--- config.mk ---
export PLATFORM = sky130hd
export DESIGN_NAME = spi_reg_slave
export DESIGN_NICKNAME = d
export VERILOG_FILES = /design/src/rtl/spi_reg_slave_pkg.sv /design/src/rtl/spi_sync.sv /design/src/rtl/spi_regfile.sv /design/src/rtl/spi_frame.sv /design/src/rtl/spi_reg_slave.sv
export SDC_FILE = /design/constraint.sdc
export NUM_CORES = 1
export LEC_CHECK = 0
export ABC_CLOCK_PERIOD_IN_PS = 6800
export CAP_MARGIN = 20
export CORE_UTILIZATION = 45
export DETAILED_ROUTE_END_ITERATION = 10
export PLACE_DENSITY = 0.71
export SYNTH_ARGS = -nofsm -noshare
export SYNTH_HDL_FRONTEND = slang
export SYNTH_SLANG_ARGS = --single-unit
--- constraint.sdc ---
create_clock -name clk_i -period 6.8 [get_ports clk_i]
set_input_delay 1.02 -clock clk_i [delete_from_list [all_inputs] [get_ports clk_i]]
set_output_delay 1.02 -clock clk_i [all_outputs]
set_load 0.1 [all_outputs]
--- src/rtl/spi_reg_slave_pkg.sv ---
package spi_reg_slave_pkg;
  localparam int unsigned BYTE_W   = 8;
  localparam int unsigned ADDR_W   = 5;
  localparam int unsigned CNT_W    = $clog2(BYTE_W);
  localparam int unsigned CFG_ADDR = 0;
  localparam int unsigned CFG_HD   = 0;

  typedef enum logic [1:0] {
    PH_CMD,
    PH_WR,
    PH_RD
  } phase_e;

  typedef logic [BYTE_W-1:0] byte_t;
  typedef logic [ADDR_W-1:0] addr_t;
endpackage

--- src/rtl/spi_sync.sv ---
module spi_sync #(
  parameter int unsigned W = 1,
  parameter logic [W-1:0] RST_VAL = '0
) (
  input  logic         clk_i,
  input  logic         rst_ni,
  input  logic [W-1:0] d_i,
  output logic [W-1:0] q_o
);
  logic [W-1:0] meta_q, sync_q;

  for (genvar i = 0; i < W; i++) begin : g_bit
    always_ff @(posedge clk_i or negedge rst_ni) begin
      if (!rst_ni) begin
        meta_q[i] <= RST_VAL[i];
        sync_q[i] <= RST_VAL[i];
      end else begin
        meta_q[i] <= d_i[i];
        sync_q[i] <= meta_q[i];
      end
    end
  end

  assign q_o = sync_q;
endmodule

--- src/rtl/spi_regfile.sv ---
module spi_regfile
  import spi_reg_slave_pkg::*;
#(
  parameter int unsigned NREGS = 32
) (
  input  logic                  clk_i,
  input  logic                  rst_ni,
  input  logic                  wr_en_i,
  input  addr_t                 wr_addr_i,
  input  byte_t                 wr_data_i,
  input  addr_t                 rd_addr_i,
  output byte_t                 rd_data_o,
  output logic                  hd_mode_o,
  output logic [NREGS*BYTE_W-1:0] regs_o
);
  localparam int unsigned SPAN = 1 << ADDR_W;

  byte_t mem_q [NREGS];

  for (genvar r = 0; r < NREGS; r++) begin : g_reg
    always_ff @(posedge clk_i or negedge rst_ni) begin
      if (!rst_ni)                                     mem_q[r] <= '0;
      else if (wr_en_i && (wr_addr_i == addr_t'(r)))   mem_q[r] <= wr_data_i;
    end
    assign regs_o[r*BYTE_W +: BYTE_W] = mem_q[r];
  end

  // Full address span needs no range check; a short file reads zero above its top
  if (NREGS >= SPAN) begin : g_full
    assign rd_data_o = mem_q[rd_addr_i];
  end else begin : g_part
    assign rd_data_o = (int'(rd_addr_i) < NREGS) ? mem_q[rd_addr_i] : '0;
  end

  assign hd_mode_o = mem_q[CFG_ADDR][CFG_HD];
endmodule

--- src/rtl/spi_frame.sv ---
module spi_frame
  import spi_reg_slave_pkg::*;
(
  input  logic  clk_i,
  input  logic  rst_ni,
  input  logic  sclk_s_i,
  input  logic  mosi_s_i,
  input  logic  cs_s_i,
  input  byte_t status_i,
  input  byte_t rd_data_i,
  input  logic  hd_mode_i,
  output addr_t rd_addr_o,
  output logic  wr_en_o,
  output addr_t wr_addr_o,
  output byte_t wr_data_o,
  output logic  tx_bit_o,
  output logic  hd_drive_o
);
  logic                  sclk_q, cs_q;
  logic [CNT_W-1:0]      bit_cnt_q;
  logic [BYTE_W-2:0]     rx_q;
  byte_t                 tx_q;
  addr_t                 addr_q;
  phase_e                phase_q;
  logic                  hd_drive_q;

  logic  rise, fall, cs_fall, byte_done;
  byte_t rx_byte;

  assign rise      = sclk_s_i & ~sclk_q & ~cs_s_i;
  assign fall      = ~sclk_s_i & sclk_q & ~cs_s_i;
  assign cs_fall   = cs_q & ~cs_s_i;
  assign rx_byte   = {rx_q, mosi_s_i};
  assign byte_done = rise && (bit_cnt_q == CNT_W'(BYTE_W-1));

  always_ff @(posedge clk_i or negedge rst_ni) begin
    if (!rst_ni) begin
      sclk_q <= 1'b0;
      cs_q   <= 1'b1;
    end else begin
      sclk_q <= sclk_s_i;
      cs_q   <= cs_s_i;
    end
  end

  // Receive side: bit count, command decode, address stepping
  always_ff @(posedge clk_i or negedge rst_ni) begin
    if (!rst_ni) begin
      bit_cnt_q <= '0;
      rx_q      <= '0;
      addr_q    <= '0;
      phase_q   <= PH_CMD;
    end else if (cs_s_i) begin
      bit_cnt_q <= '0;  // partial byte dropped
      phase_q   <= PH_CMD;
    end else if (rise) begin
      bit_cnt_q <= bit_cnt_q + 1'b1;
      rx_q      <= rx_byte[BYTE_W-2:0];
      if (byte_done) begin
        unique case (phase_q)
          PH_CMD: begin
            addr_q  <= rx_byte[BYTE_W-1 -: ADDR_W];
            phase_q <= rx_byte[1] ? PH_WR : PH_RD;
          end
          default: addr_q <= addr_q + 1'b1;
        endcase
      end
    end
  end

  // Transmit side: load at byte boundary, shift on falling edge
  always_ff @(posedge clk_i or negedge rst_ni) begin
    if (!rst_ni) begin
      tx_q       <= '0;
      hd_drive_q <= 1'b0;
    end else if (cs_s_i) begin
      hd_drive_q <= 1'b0;
    end else if (cs_fall) begin
      tx_q <= status_i;
    end else if (fall) begin
      if (bit_cnt_q == '0) begin
        tx_q <= rd_data_i;
        if (phase_q == PH_RD && hd_mode_i) hd_drive_q <= 1'b1;
      end else begin
        tx_q <= {tx_q[BYTE_W-2:0], 1'b0};
      end
    end
  end

  assign wr_en_o    = byte_done && (phase_q == PH_WR);
  assign wr_addr_o  = addr_q;
  assign wr_data_o  = rx_byte;
  assign rd_addr_o  = addr_q;
  assign tx_bit_o   = tx_q[BYTE_W-1];
  assign hd_drive_o = hd_drive_q;
endmodule

--- src/rtl/spi_reg_slave.sv ---
module spi_reg_slave
  import spi_reg_slave_pkg::*;
#(
  parameter int unsigned NREGS = 32
) (
  input  logic                    clk_i,
  input  logic                    rst_ni,
  input  logic                    sclk_i,
  input  logic                    cs_ni,
  input  logic                    mosi_i,
  output logic                    mosi_o,
  output logic                    mosi_oe_o,
  output logic                    miso_o,
  output logic                    miso_oe_o,
  input  logic [BYTE_W-1:0]       status_i,
  output logic [NREGS*BYTE_W-1:0] regs_o
);
  logic  cs_s, sclk_s, mosi_s;
  logic  wr_en, hd_mode, hd_drive, tx_bit;
  addr_t wr_addr, rd_addr;
  byte_t wr_data, rd_data;

  spi_sync #(.W(3), .RST_VAL(3'b100)) i_sync (
    .clk_i  (clk_i),
    .rst_ni (rst_ni),
    .d_i    ({cs_ni, sclk_i, mosi_i}),
    .q_o    ({cs_s, sclk_s, mosi_s})
  );

  spi_frame i_frame (
    .clk_i      (clk_i),
    .rst_ni     (rst_ni),
    .sclk_s_i   (sclk_s),
    .mosi_s_i   (mosi_s),
    .cs_s_i     (cs_s),
    .status_i   (status_i),
    .rd_data_i  (rd_data),
    .hd_mode_i  (hd_mode),
    .rd_addr_o  (rd_addr),
    .wr_en_o    (wr_en),
    .wr_addr_o  (wr_addr),
    .wr_data_o  (wr_data),
    .tx_bit_o   (tx_bit),
    .hd_drive_o (hd_drive)
  );

  spi_regfile #(.NREGS(NREGS)) i_regs (
    .clk_i     (clk_i),
    .rst_ni    (rst_ni),
    .wr_en_i   (wr_en),
    .wr_addr_i (wr_addr),
    .wr_data_i (wr_data),
    .rd_addr_i (rd_addr),
    .rd_data_o (rd_data),
    .hd_mode_o (hd_mode),
    .regs_o    (regs_o)
  );

  // Enables gated by the raw select so release needs no clock edge
  assign miso_o    = tx_bit;
  assign miso_oe_o = ~cs_ni & ~hd_mode;
  assign mosi_o    = tx_bit;
  assign mosi_oe_o = ~cs_ni & hd_drive;
endmodule

* After elaboration in Yosys (flattened, before gate mapping)
Index checks and enable logic that the tools add are counted.
** Word-level totals
- Flip-flop bits (word level) :: 290
- Latch bits :: 0
- Bits in writable memories :: 0
- ROM bits :: 0
- Input port bits :: 13
- Output and inout port bits :: 260
- Logic and storage cells :: 166
- Memories kept :: 0
** Cells by class
- Add/subtract/negate cells :: 2
- $mul :: 0
- Divide/modulo/power cells :: 0
- Magnitude comparators :: 1
- Equal/unequal tests :: 35
- Shift-type cells :: 0
- Mux-type cells :: 19
- Bitwise gates (word level) :: 13
- Reduce and logical (&&, ||, !) cells :: 50
** Operator list (count)
- $eq A5 B5 Y1 const B :: 16
- $bmux W8 S5 :: 1
- $eq A5 B4 Y1 const B :: 8
- $mux W8 :: 5
- $logic_and A1 B1 Y1 :: 35
- $eq A5 B3 Y1 const B :: 4
- $reduce_bool A2 Y1 :: 7
- $eq A5 B2 Y1 const B :: 2
- $mux W2 :: 5
- $and A1 B1 Y1 :: 7
- $ge A6 B6 Y1 const B :: 1
- $mux W3 :: 2
- $not A5 Y6 :: 1
- $reduce_and A3 Y1 :: 2
- $add A5 B1 Y5 const B :: 1
- $eq A5 B1 Y1 const B :: 1
- $logic_not A5 Y1 :: 1
- $mux W1 :: 5
- $mux W5 :: 1
- $not A1 Y1 :: 5
- $reduce_and A2 Y1 :: 2
- $reduce_and A4 Y1 :: 1
- $add A3 B1 Y3 const B :: 1
- $eq A3 B3 Y1 const B :: 1
- other kinds (5) :: 5

* Longest topological paths before layout
- Depth in word-level cells :: 7
- Mapped depth :: 11
- Mapped depth without buffers :: 7

* Hierarchy
Synthesis repeated with hierarchy kept, for this count alone.
** Unflattened totals
- Cells, all modules :: 863
- Area total of the unflattened synthesis :: 13477.9 sq um
** By module, submodules not included
- spi_regfile :: instances 1, cells an instance 700, area each 11681.2 sq um
- spi_frame :: instances 1, cells an instance 154, area each 1626.6 sq um
- spi_sync :: instances 1, cells an instance 6, area each 152.6 sq um
- spi_reg_slave :: instances 1, cells an instance 3, area each 17.5 sq um

* Least setup slack after synthesis
No wires, ideal clock.
- Path type :: input -> output
- Start point :: in cs_ni
- End point :: out mosi_oe_o
- Data arrival time :: 2.355 ns
- Setup slack :: 3.425 ns
- Cell stages on the path :: 1
- Buffers on the path :: 0
- Path through :: nor2b_1
** Between the ends
- Longest elaborated chain between the ends :: 2
** Ends and longest elaborated chain
- from (decl) :: line spi_reg_slave.sv:9 : input logic cs_ni,
- $not A1 Y1 :: line spi_reg_slave.sv:63 : assign mosi_oe_o = ~cs_ni & hd_drive;
- $and A1 B1 Y1 :: line spi_reg_slave.sv:63
- to (decl) :: line spi_reg_slave.sv:12 : output logic mosi_oe_o,
No other way between the ends.

* Worst setup path after layout
Ends and elaborated chain as after synthesis.

==> impl_metrics.yaml <==
status:
  status: "finished, final reports clean"
layout:
  final_net_count: 1207
  register_area_um2: 7270
  area_delta_synth_final_pct: 30.1
  fraction_of_final_layout_cells_with_drive_strength_greater_than_1: 0.333
  diodes: 0
  fill_cells: 2307
  final_cell_count_no_fill: 1593
  multiInputGateArea_um2: 5760
timing:
  rsz0062_at_grt: "no"
  final_layout_setup_total_negative_slack_ps: 0
  period_needed_ps: 3770
  tightestPinTransition_ps: 1160
  setup_viol: 0
  max_freq_mhz: 265
  fin_worst_skew_ps: 16.9
  max_slew_margin: 0.209
  final.period_utilization: 0.555
  timing_max_transition_violations_final: 0
  final_hold_violation_count: 0
cts:
  cts_made_buffers: 30
  clk-insertion-delay-late_ps: 560
  cts_repair_resize_count: 0
  clkSlewWorstSetupHoldPaths_ps: 60
  cts_tree: "done"
  cts_hold_repair.buffers: 0
  cts-root-to-sink-buffers: 3
  htree_num_levels: 1
  tritoncts_num_sinks: 290
  cts_setup_buffers: 0
  clockRootBuffer: "sky130_fd_sc_hd__clkbuf_16"
pwr:
  vdd_drop_max_mv: 0.177
  p_per_area_nw_per_um2: 221
  power_leakage_nw: 7.87
  p_total_mw: 3.85
route:
  dr.first_iter.drc_count: 743
  drtPass1Iterations: 5
  drc: 0
  vias_per_cell: 5.77
  route.final.wire_length_um: 40500
  routed-via-count: 9193
  final_antenna_net_count: 0
  drt-wirelength-per-cell_um: 25.4
global_routing:
  antenna_found_initial: 0
  gr-total-overflow: 0
  vias_in_the_first_global_route: 9265
  maximum_number_of_pins_on_one_net_before_global_route_repair: 164
  total_track_usage: 0.267
  wire_length_of_the_first_global_routing_pass_um: 60900
synth:
  synthDistinctLibCells: 47
  cell_with_the_most_instances_after_synthesis: "sky130_fd_sc_hd__dfrtp_1"
  post_synthesis_instance_area_um2: 13400
  yosys_most_used_dff: "sky130_fd_sc_hd__dfrtp_1"
  area_share_of_the_largest_cell_type_after_synthesis: 0.535
  synthesized_area_per_cell_um2: 14.3
  synth-warning-count: 0
  instance_count_of_the_mapped_netlist: 938
  synth_enable_flop_cells: 0
  postSynth.asyncResetShare: 1.00
  post-synth-top-area-cell: "sky130_fd_sc_hd__dfrtp_1"
  yosys_register_bits: 290
  synthTopCellsByArea: "sky130_fd_sc_hd__dfrtp_1, sky130_fd_sc_hd__mux2_2, sky130_fd_sc_hd__mux4_2, sky130_fd_sc_hd__mux2i_1, sky130_fd_sc_hd__clkbuf_1"
  yosys-top-cells-count: "sky130_fd_sc_hd__dfrtp_1, sky130_fd_sc_hd__mux2_2, sky130_fd_sc_hd__mux4_2, sky130_fd_sc_hd__clkbuf_1, sky130_fd_sc_hd__nand2_1"
  synth.net_count: 960
  ys_seq_area_frac: 0.541
floorplanning:
  dieWidth_um: 175
  die_y_um: 175
  die_area_um2: 30500
  boundaryPins: 273
  start_util: 0.462
  core_region_um2: 29000
  floorplan.rows: 62
setup_path:
  timing.critical_path.arrival_ps: 2750
  crit_required_ps: 5780
  timing.critical_path.from_type: "input pin"
  crit_fanout: 3
  path_class: "in2out"
  timing.critical_path.to_type: "output pin"
worst_hold_path:
  min-delay-path-class: "reg2reg"
run:
  timing.max_cap.violations: 0
place:
  post-place-cells: 1536
  io_buffers: 272
  detailed_place_hpwl_um: 27900
  place.gp.congestion: 0.873
==> critical path: stages <==
cell and delay (ps):
sky130_fd_sc_hd__clkdlybuf4s50_1 450, sky130_fd_sc_hd__nor2b_1 140, sky130_fd_sc_hd__clkdlybuf4s50_1 1140
==> per-layer routing <==
| metal | share of wire | global-route usage | up-vias |
|---|---|---|---|
| met5 | 0 | 0 | - |
| met4 | 0.019 | 0.0518 | 0 |
| met3 | 0.079 | 0.0651 | 49 |
| met2 | 0.48 | 0.436 | 390 |
| met1 | 0.42 | 0.364 | 4767 |
| li1 | - | - | 3987 |
==> cells in the final DEF, fill, tap and decap left out, drive strengths merged, types with 3 or more instances in the layout <==
cell type      Yosys  routed
ha                 9       9
a2111oi            6       6
nor3b              4       4
o22ai              8       8
o31ai              6       6
clkdlybuf4s50      0     271
a21o               3       3
a211oi            11      11
a221o              5       5
dfstp              3       3
o41ai              3       3
mux2             274     274
nand2             42      42
and2               4       4
nor3              10      10
mux2i             24      24
nand3             16      16
clkinv             0       3
buf               25      14
nor2              28      28
a21oi             30      30
clkbuf            46      52
nor2b             11      11
mux4              48      48
inv                7       7
dfrtp            287     287
o21ai             12      12
==> metrics by stage <==
step                 util  hold slack [ps]  worst slack, ps  instance area (µm²)
CTS                 0.601              350             3010                17400
global placement    0.564              339             3060                16400
global route        0.601              352             3000                17400
detailed placement  0.565              342             3020                16400
floorplan               -              331             3420                13400
finish              0.601              352             3030                17400
==> power breakdown <==
part	leakage [nW]	total (mW)	switching (mW)	internal, mW
Sequential	4.01	1.82	0.0641	1.75
Clock	0.524	1.72	0.674	1.05
Combinational	3.33	0.316	0.237	0.0784
==> final cells by class <==
class | instances | share of cell area
timing repair buffer | 286 | 0.164
clock buffer | 51 | 0.0562
inverter | 7 | 0.00151
tap | 384 | 0.0275
clock inverter | 5 | 0.00430
multi-input combinational | 570 | 0.330
sequential | 290 | 0.416
==> cells by family after synthesis <==
family	Yosys count	share of synthesized area
AOI/OAI and AO/OA	94	0.0463
adders and majority gates	9	0.00839
and+or+nand+nor	120	0.0454
xor gates and xnor gates	1	0.000653
buffers and inverters	78	0.0296
muxes	346	0.328
DFF	290	0.541
==> final timing paths <==
kind / startpoint / endpoint / slack (ps) / cells after the start
max: cs_ni / mosi_oe_o / 3030 / 3
min: i_sync.meta_q[0] / i_sync.q_o[0] / 350 / 0
max reg2reg: i_frame.rd_addr_o[0] / i_frame.tx_q[2] / 3540 / 5
min reg2reg: i_sync.meta_q[0] / i_sync.q_o[0] / 350 / 0
max in group asynchronous: rst_ni / i_regs.regs_o[122] / 4830 / 2
min in group asynchronous: rst_ni / i_regs.regs_o[17] / 550 / 1
==> flip-flops by register name (all words and copies together), names as in the netlist <==
name,cells
i_frame.hd_drive_o,1
i_regs.hd_mode_o,1
i_frame.sclk_q,1
i_frame.tx_q,8
i_frame.phase_q,2
i_frame.bit_cnt_q,3
i_sync.meta_q,3
i_sync.q_o,3
i_frame.cs_q,1
i_frame.rx_q,7
i_frame.rd_addr_o,5
i_regs.regs_o,255
(Power assumes the default switching activity.)
